File: config.mk
export PLATFORM = sky130hd
export DESIGN_NAME = rbk_serial_ctrl
export DESIGN_NICKNAME = d
export VERILOG_FILES = /design/src/rtl/rbk_pkg.sv /design/src/rtl/rbk_req_qual.sv /design/src/rtl/rbk_frame_seq.sv /design/src/rtl/rbk_serial_ctrl.sv
export SDC_FILE = /design/constraint.sdc
export NUM_CORES = 1
export LEC_CHECK = 0
export BUFFER_PORTS_ARGS = -buffer_cell sky130_fd_sc_hd__buf_2
export CELL_PAD_IN_SITES_DETAIL_PLACEMENT = 1
export CELL_PAD_IN_SITES_GLOBAL_PLACEMENT = 1
export CORE_MARGIN = 2
export CORE_UTILIZATION = 43
export CTS_CLUSTER_SIZE = 12
export DETAILED_ROUTE_END_ITERATION = 6
export PLACE_DENSITY_LB_ADDON = 0.1
export SKIP_CTS_REPAIR_TIMING = 1
export SLEW_MARGIN = 20
export SYNTH_ARGS = -nofsm -noshare
export SYNTH_HDL_FRONTEND = slang
export SYNTH_SLANG_ARGS = --single-unit
File: constraint.sdc
create_clock -name clk -period 2.4 [get_ports clk]
set_input_delay 0.12 -clock clk [delete_from_list [all_inputs] [get_ports clk]]
set_output_delay 0.12 -clock clk [all_outputs]
set_load 0.02 [all_outputs]
File: src/rtl/rbk_pkg.sv
package rbk_pkg;

    typedef enum logic [2:0] {
        ST_IDLE,
        ST_LATENCY,
        ST_PRE0,
        ST_PRE1,
        ST_DATA,
        ST_DONE
    } rbk_state_e;

    localparam logic [1:0] PERM_NEVER = 2'b00;
    localparam logic [1:0] PERM_ONCE  = 2'b01;

endpackage

File: src/rtl/rbk_req_qual.sv
// Request qualification: consecutive-high counting, permission and path gating,
// and the shared global tri-state routing.
module rbk_req_qual (
    input  logic       clk,
    input  logic       rst_n,
    input  logic       req_n,
    input  logic       cfg_done,
    input  logic       mode_rb,
    input  logic       mpi_en,
    input  logic [1:0] perm,
    input  logic       take,
    output logic       path_open,
    output logic       start_ok,
    output logic       gts
);
    import rbk_pkg::*;

    logic [1:0] hi_cnt;
    logic       used_q;
    logic       perm_ok;

    // Saturating count of consecutive edges with the request released.
    always_ff @(posedge clk or negedge rst_n) begin
        if (!rst_n) begin
            hi_cnt <= 2'd0;
        end else if (req_n) begin
            hi_cnt <= (hi_cnt == 2'd2) ? 2'd2 : hi_cnt + 2'd1;
        end else begin
            hi_cnt <= 2'd0;
        end
    end

    // Sticky flag: a session has started since reset.
    always_ff @(posedge clk or negedge rst_n) begin
        if (!rst_n) begin
            used_q <= 1'b0;
        end else if (take) begin
            used_q <= 1'b1;
        end
    end

    always_comb begin
        unique case (perm)
            PERM_NEVER: perm_ok = 1'b0;
            PERM_ONCE:  perm_ok = ~used_q;
            default:    perm_ok = 1'b1;
        endcase
    end

    assign path_open = cfg_done & mode_rb & ~mpi_en;
    assign start_ok  = path_open & ~req_n & (hi_cnt == 2'd2) & perm_ok;
    assign gts       = (~cfg_done | ~mode_rb) & ~req_n;

endmodule

File: src/rtl/rbk_frame_seq.sv
// Latency, bit and frame counters for one session.
module rbk_frame_seq #(
    parameter int FRAME_BITS  = 8,
    parameter int FRAME_COUNT = 5,
    parameter int START_LAT   = 3,
    localparam int ADDR_W = $clog2(FRAME_COUNT + 1),
    localparam int BIT_W  = $clog2(FRAME_BITS),
    localparam int LAT_W  = $clog2(START_LAT + 1)
) (
    input  logic              clk,
    input  logic              rst_n,
    input  logic              load,
    input  logic [ADDR_W-1:0] start_addr,
    input  logic              lat_en,
    input  logic              bit_en,
    output logic              lat_last,
    output logic              bit_last,
    output logic              frame_last,
    output logic [ADDR_W-1:0] rd_frame,
    output logic [BIT_W-1:0]  bit_cnt
);
    logic [LAT_W-1:0] lat_cnt;

    always_ff @(posedge clk or negedge rst_n) begin
        if (!rst_n) begin
            lat_cnt <= '0;
        end else if (load) begin
            lat_cnt <= '0;
        end else if (lat_en) begin
            lat_cnt <= lat_cnt + 1'b1;
        end
    end

    always_ff @(posedge clk or negedge rst_n) begin
        if (!rst_n) begin
            bit_cnt <= '0;
        end else if (load) begin
            bit_cnt <= '0;
        end else if (bit_en) begin
            bit_cnt <= bit_last ? '0 : bit_cnt + 1'b1;
        end
    end

    always_ff @(posedge clk or negedge rst_n) begin
        if (!rst_n) begin
            rd_frame <= '0;
        end else if (load) begin
            rd_frame <= (start_addr < ADDR_W'(FRAME_COUNT)) ? start_addr : '0;
        end else if (bit_en && bit_last) begin
            rd_frame <= rd_frame + 1'b1;
        end
    end

    assign lat_last   = (lat_cnt == LAT_W'(START_LAT - 1));
    assign bit_last   = (bit_cnt == BIT_W'(FRAME_BITS - 1));
    assign frame_last = (rd_frame == ADDR_W'(FRAME_COUNT - 1));

endmodule

File: src/rtl/rbk_serial_ctrl.sv
// Readback session state machine and serial output.
module rbk_serial_ctrl #(
    parameter int FRAME_BITS  = 8,
    parameter int FRAME_COUNT = 5,
    parameter int START_LAT   = 3,
    localparam int ADDR_W = $clog2(FRAME_COUNT + 1),
    localparam int BIT_W  = $clog2(FRAME_BITS)
) (
    input  logic              clk,
    input  logic              rst_n,
    input  logic              req_n,
    input  logic              cfg_done,
    input  logic              mode_rb,
    input  logic              mpi_en,
    input  logic [1:0]        perm,
    input  logic [ADDR_W-1:0] start_addr,
    output logic [ADDR_W-1:0] mem_frame,
    output logic [BIT_W-1:0]  mem_bit,
    input  logic              mem_data,
    output logic              sdo,
    output logic              busy,
    output logic              gts
);
    import rbk_pkg::*;

    rbk_state_e        state_q, state_d;
    logic              path_open, start_ok, take, run;
    logic              lat_last, bit_last, frame_last;
    logic [BIT_W-1:0]  bit_cnt;

    assign run  = path_open & ~req_n;
    assign take = (state_q == ST_IDLE) && start_ok;

    rbk_req_qual u_qual (
        .clk       (clk),
        .rst_n     (rst_n),
        .req_n     (req_n),
        .cfg_done  (cfg_done),
        .mode_rb   (mode_rb),
        .mpi_en    (mpi_en),
        .perm      (perm),
        .take      (take),
        .path_open (path_open),
        .start_ok  (start_ok),
        .gts       (gts)
    );

    rbk_frame_seq #(
        .FRAME_BITS  (FRAME_BITS),
        .FRAME_COUNT (FRAME_COUNT),
        .START_LAT   (START_LAT)
    ) u_seq (
        .clk        (clk),
        .rst_n      (rst_n),
        .load       (take),
        .start_addr (start_addr),
        .lat_en     (state_q == ST_LATENCY),
        .bit_en     (state_q == ST_DATA),
        .lat_last   (lat_last),
        .bit_last   (bit_last),
        .frame_last (frame_last),
        .rd_frame   (mem_frame),
        .bit_cnt    (bit_cnt)
    );

    // State register.
    always_ff @(posedge clk or negedge rst_n) begin
        if (!rst_n) begin
            state_q <= ST_IDLE;
        end else begin
            state_q <= state_d;
        end
    end

    // Transitions.
    always_comb begin
        state_d = state_q;
        unique case (state_q)
            ST_IDLE:    if (start_ok) state_d = ST_LATENCY;
            ST_LATENCY: begin
                if (!run)          state_d = ST_IDLE;
                else if (lat_last) state_d = ST_PRE0;
            end
            ST_PRE0:    state_d = run ? ST_PRE1 : ST_IDLE;
            ST_PRE1:    state_d = run ? ST_DATA : ST_IDLE;
            ST_DATA: begin
                if (!run)          state_d = ST_IDLE;
                else if (bit_last) state_d = frame_last ? ST_DONE : ST_PRE0;
            end
            ST_DONE:    if (!run) state_d = ST_IDLE;
            default:    state_d = ST_IDLE;
        endcase
    end

    // Outputs: the read port is addressed one bit ahead of the serial output.
    always_comb begin
        sdo     = 1'b1;
        busy    = 1'b0;
        mem_bit = '0;
        unique case (state_q)
            ST_LATENCY: busy = 1'b1;
            ST_PRE0: begin
                busy = 1'b1;
                sdo  = 1'b0;
            end
            ST_PRE1:    busy = 1'b1;
            ST_DATA: begin
                busy    = 1'b1;
                sdo     = mem_data;
                mem_bit = bit_last ? '0 : bit_cnt + 1'b1;
            end
            default: begin
                sdo  = 1'b1;
                busy = 1'b0;
            end
        endcase
    end

endmodule

---- Word level (Yosys, flattened, before mapping) ----
Cells that the tools add are included.
cells by class
  add/sub/neg operators ................... 4
  order comparisons ....................... 1
  equality and inequality tests ........... 14
  mux-type cells .......................... 24
  bitwise logic cells ..................... 12
  reduce and logical (&&, ||, !) cells .... 9
operator list
  operator             count
  $mux 3               15
  $pmux 3 s6           1
  $eq 3x3->1 const B   4
  $mux 2               5
  $add 3x1->3 const B  2
  $and 1x1->1          6
  $eq 3x2->1 const B   2
  $ne 3x3->1 const B   2
  $reduce_bool 2->1    3
  $not 1->1            5
  $add 2x1->2 const B  2
  $eq 2x2->1 const B   2
  $ne 2x2->1 const B   2
  $pmux 1 s2           2
  $reduce_and 4->1     1
  $reduce_or 4->1      1
  $eq 3x1->1 const B   1
  $logic_not 3->1      1
  $lt 3x3->1 const B   1
  $eq 2x1->1 const B   1
  $logic_and 1x1->1    2
  $logic_not 2->1      1
  $mux 1               1
  $or 1x1->1           1
storage, ports and cells
  register bits after elaboration ......... 14
  bits of input ports ..................... 12
  output and inout bits ................... 9
  logic and storage cells ................. 70

---- Longest topological paths before layout ----
  word-level depth ........................ 7
  mapped depth ............................ 6
  gate-level depth less buffers ........... 6

---- By module ----
Synthesis repeated with hierarchy kept, for this count alone.
second synthesis, totals
  cell total of the unflattened synthesis .. 103
  area, all modules ....................... 1,009.7 um^2
modules (own cells, without submodules)
  module           times used  cells an instance  area each (um^2)  sequential area each (um^2)
  rbk_frame_seq    1           45                 466.7             200.2
  rbk_serial_ctrl  1           41                 352.8             75.1
  rbk_req_qual     1           17                 190.2             75.1

---- Worst setup path before layout ----
Ideal clock, no wire load.
  path kind ............................... flip-flop to flip-flop
  from .................................... reg u_seq.bit_cnt[0]
  to ...................................... reg u_seq.bit_cnt[0]
  setup time .............................. 67 ps
  arrival ................................. 1,511 ps
  data required time ...................... 2,333 ps
  path slack .............................. 822 ps
  stages on the path, launching flop included .. 5
  cells stage by stage .................... dfrtp_1 > ha_1 > ha_1 > nor3_1 > a21o_1
on the way
  word-level cells in the longest chain between the ends .. 4
  elaborated cells between the ends (all ways) .. 5
  those cells by class .................... add/sub (1); eq/ne (1); mux (3)
RTL lines
  what                                              line                                      source
  from (decl)                                       rbk_frame_seq.sv:20                       output logic [BIT_W-1:0] bit_cnt
  from (signal assigned)                            rbk_frame_seq.sv:40                       bit_cnt <= bit_last ? '0 : bit_cnt + 1'b1;
  $add 3x1->3 / $eq 3x3->1 (equally long branches)  rbk_frame_seq.sv:40, rbk_frame_seq.sv:55
  $mux 3 (*)                                        rbk_frame_seq.sv:40
  $mux 3 (*)                                        rbk_frame_seq.sv:39                       end else if (bit_en) begin
  $mux 3 (*)                                        rbk_frame_seq.sv:37                       end else if (load) begin
Every way passes the cells marked *; elsewhere a longest branch is shown, timed or not. The select of a mux whose other input is x is not followed.
A chain may end at the register's enable or synchronous reset.

---- Final worst setup path ----
  from .................................... reg state_q[1]
  to ...................................... out mem_bit[0]
on the way
  word-level cells in the longest chain between the ends .. 2
RTL lines
  what                    line                    source
  from (decl)             rbk_serial_ctrl.sv:26   rbk_state_e state_q, state_d;
  from (signal assigned)  rbk_serial_ctrl.sv:71   state_q <= state_d;
  $eq 3x3->1              rbk_serial_ctrl.sv:100  unique case (state_q)
  $mux 3                  rbk_serial_ctrl.sv:100
  to (decl)               rbk_serial_ctrl.sv:18   output logic [BIT_W-1:0] mem_bit,
Every way passes these cells.

==> key figures <==
Run status
  • Result of the run: completed

Route
  • Number of vias after detailed routing: about 700
  • WL final: 1.825 mm
  • TritonRoute pass-1 iters: 3
  • Via density per instance: between 5 and 6
  • Post-detailed-route DRC marker count: 0
  • Iteration-0 DRC Markers: 7
  • Average detailed-routed wire length per instance: around 13 um
  • Count of nets left with antenna violations after detail routing: 0

Place
  • Placed wire-length estimate after detailed placement: 1.455 mm
  • Last weighted congestion value of the routability-driven placer: between 0.7 and 0.8
  • Count of input and output buffers: 20
  • Area after DPL: between 0.001 and 0.0015 mm2

Synthesis
  • Mapped Cells: between 80 and 90
  • Synthesized-area fraction occupied by and/or/nand/nor cells: approximately 25%
  • Number of enable-type register cells in the synthesized netlist: 0
  • Combined area of all synthesized cells: 917.1 um2
  • Sequential fraction of the synthesis area: between 30% and 40%
  • Number of distinct library cell variants in the gate-level netlist after synthesis: 33
  • Synthesized-area fraction occupied by xor and xnor cells: under 10%
  • Avg Synthesized Cell Area: 10.30 um2
  • Most instantiated flip-flop cell in the synthesis netlist: dfrtp_1
  • Syn_nets: between 100 and 150
  • Async set-reset flop share out of synthesis: 100.0%
  • Flip-flop and latch count after synthesis: 14
  • Area fraction in compound gates after synthesis: roughly 15%
  • Multiplexer share of the synthesized area: approximately 2.2%
  • Post-synthesis adder-cell area fraction: a little under a tenth
  • Largest family of logic cells by synthesized area: simple AND/OR/NAND/NOR gates
  • Synth Warn #: 0

STA
  • Number of max-slew violations in the final report: 0
  • Fraction of the cycle the final worst path needs: about three quarters
  • Headroom to the max-slew limit: 64.32%
  • WHS: between 100 and 150 ps
  • Worst Tran Pin Value: about 540 ps
  • Total negative setup slack: 0 ps
  • Setup-violating endpoint count in the final report: 0
  • Post-route minimum period: approximately 1800 ps
  • RSZ-0062 raised after global routing: false
  • Maximum frequency from static timing analysis: approximately 560 MHz
  • Hold Vio Cnt, Final: 0
  • Final clock skew: around 4.0 ps

Global routing
  • Gr ovfl total: 0
  • Global-route met3 utilization: 2.679%
  • Met1 Usage GRT: between 20% and 30%
  • Wire length of the first global-routing pass: between 3 and 4 mm
  • Antenna violations before repair: 0
  • Via count of the first global-routing pass: roughly 750
  • Maximum number of pins on one net before global-route repair: 15
  • Met2 capacity usage during global routing: 29.39%
  • Aggregate global-route resource usage: between 10% and 20%
  • Highest-utilization routing layer at the global route stage: met2

Layout
  • Number of antenna repair diodes: 0
  • Fraction of layout instances using a drive strength above 1: roughly a third
  • Number of nets in the layout: between 100 and 150
  • Finished layout cell area: ~0.0011 mm2
  • Synth-to-layout area growth: 15.69%

Floorplanning
  • Count of boundary I/O pins: 21
  • Row count: 16
  • Die Ht: 50.18 um
  • Area of the placeable core: around 0.0020 mm2
  • Die Span X: between 50 and 60 um
  • Floorplan die area: between 0.002 and 0.003 mm2
  • Initial cell density of the core: between 40% and 50%

Critical path
  • Data arrival time of the worst path: 1660 ps
  • Data required time at the worst endpoint: 2280 ps
  • Category of the worst setup path launch point: flop
  • Startpoint-to-endpoint class of the critical path: flop to output port
  • Worst Setup End Kind: output port
  • Highest fanout seen on the critical path: 10

Clocking
  • CTS root buf: clkbuf_4
  • Clock tree from TritonCTS: built
  • Sink Count: 14
  • Post-CTS clock slew at the launch and capture registers of the worst setup and hold paths: about 80 ps
  • Number of buffers on the longest clock path: 2
  • CTS H-Tree Depth: 1
  • Number of buffers added by the clock tree synthesis step: 3
  • Source-to-sink clock delay at the later pin of the worst-skew pair: 270 ps

Run
  • Max_cap viols: 0

Power
  • Static leakage power: between 0.5 and 0.6 nW
  • Pwr/cell area: ~570 mW/mm2
  • Highest ir drop seen on vdd: 362.7 uV

Worst hold path
  • Min-Delay Path Class: input port to flop
## worst paths after layout
path	startpoint	endpoint	slack (ps)	depth (start not counted)
min in group asynchronous	rst_n	u_seq.rd_frame[1]	270	2
min reg2reg	u_qual.used_q	u_qual.used_q	480	1
max in group asynchronous	rst_n	u_seq.bit_cnt[0]	1880	2
min	req_n	u_qual.hi_cnt[1]	120	2
max reg2reg	u_seq.bit_cnt[0]	state_q[0]	770	6
max	state_q[1]	mem_bit[0]	620	4
## cells in the mapped netlist (2+ instances only)
cell | n | area share (%)
and2_2 | 4 | 3.3
o21ai_0 | 3 | 1.6
nand2_1 | 5 | 2.0
inv_1 | 9 | 3.7
ha_1 | 7 | 9.5
nor3_1 | 2 | 1.1
xnor2_1 | 3 | 2.9
nor2_1 | 2 | 0.82
a21oi_1 | 7 | 3.8
nor3_4 | 2 | 3.5
and3_1 | 2 | 1.4
buf_6 | 2 | 2.5
dfrtp_1 | 14 | 38
mux2i_1 | 2 | 2.2
a21o_1 | 4 | 3.3
a31oi_1 | 2 | 1.4
nand4_1 | 2 | 1.4
nor2b_1 | 2 | 1.4
## metal layers
layer | vias up | part of all wire [%]
met5 | - | 0
met4 | 0 | 0.77
met3 | 2 | 2.4
met2 | 9 | 51
met1 | 333 | 45
li1 | 357 | -
## flip-flops by register name, summed over array words and instances (netlist names)
register,flops
u_qual.hi_cnt,2
u_qual.used_q,1
u_seq.lat_cnt,2
state_q,3
u_seq.rd_frame,3
u_seq.bit_cnt,3
## worst max-delay path, stage by stage, from the launching register on
cell and delay, ps:
dfrtp_1 540, nor2_2 270, nand2_1 140, nor3_1 240
buf_2 210
## through the flow
stage / total power, mW / util, % / setup slack (ps) / cells
after floorplan: 0.4200 / - / 822.0 / 89
after global placement: 0.4737 / 51.89 / 799.5 / 134
after detailed placement: 0.4825 / 51.89 / 777.2 / 134
after CTS: 0.6160 / 53.03 / 602.0 / 137
after global routing: 0.6580 / 53.54 / 489.6 / 138
final: 0.6079 / 53.54 / 616.2 / 138
## final cells by class
type | count | area [um2]
inverter | 10 | 37.54
tap | 27 | 33.78
timing repair buffer | 21 | 110.1
clock buffer | 3 | 22.52
multi-input combinational | 63 | 506.7
fill | 228 | 920.9
sequential | 14 | 350.3
## power by group
part	leakage (nW)	internal, mW	switching (mW)
Clock	0.0138	0.0580	0.0750
Sequential	0.179	0.275	0.0269
Combinational	0.329	0.0786	0.0941
## cell usage in the layout, fill, tap and decap left out, types with 2 or more instances in the layout
| cell type | count |
|---|---|
| buf_2 | 20 |
| dfrtp_1 | 14 |
| inv_1 | 9 |
| a21oi_1 | 7 |
| ha_1 | 7 |
| nand2_1 | 5 |
| and2_2 | 4 |
| a21o_1 | 4 |
| o21ai_0 | 3 |
| xnor2_1 | 3 |
| clkbuf_4 | 3 |
| nor3_1 | 2 |
| and3_1 | 2 |
| nor2b_1 | 2 |
| nor3_4 | 2 |
| mux2i_1 | 2 |
| nand4_1 | 2 |
| nor2_1 | 2 |
| a31oi_1 | 2 |
## cell families (layout without fill, tap and decap cells)
logic type,Yosys count,count (layout)
adder cells (fa/ha/maj),7,7
AO/OA/AOI/OAI,19,19
XOR/XNOR,4,4
AND/OR/NAND/NOR,31,31
multiplexers,2,2
buffers and inverters,12,34
flip-flops,14,14
Note: power is estimated with default switching activity, not from simulation.
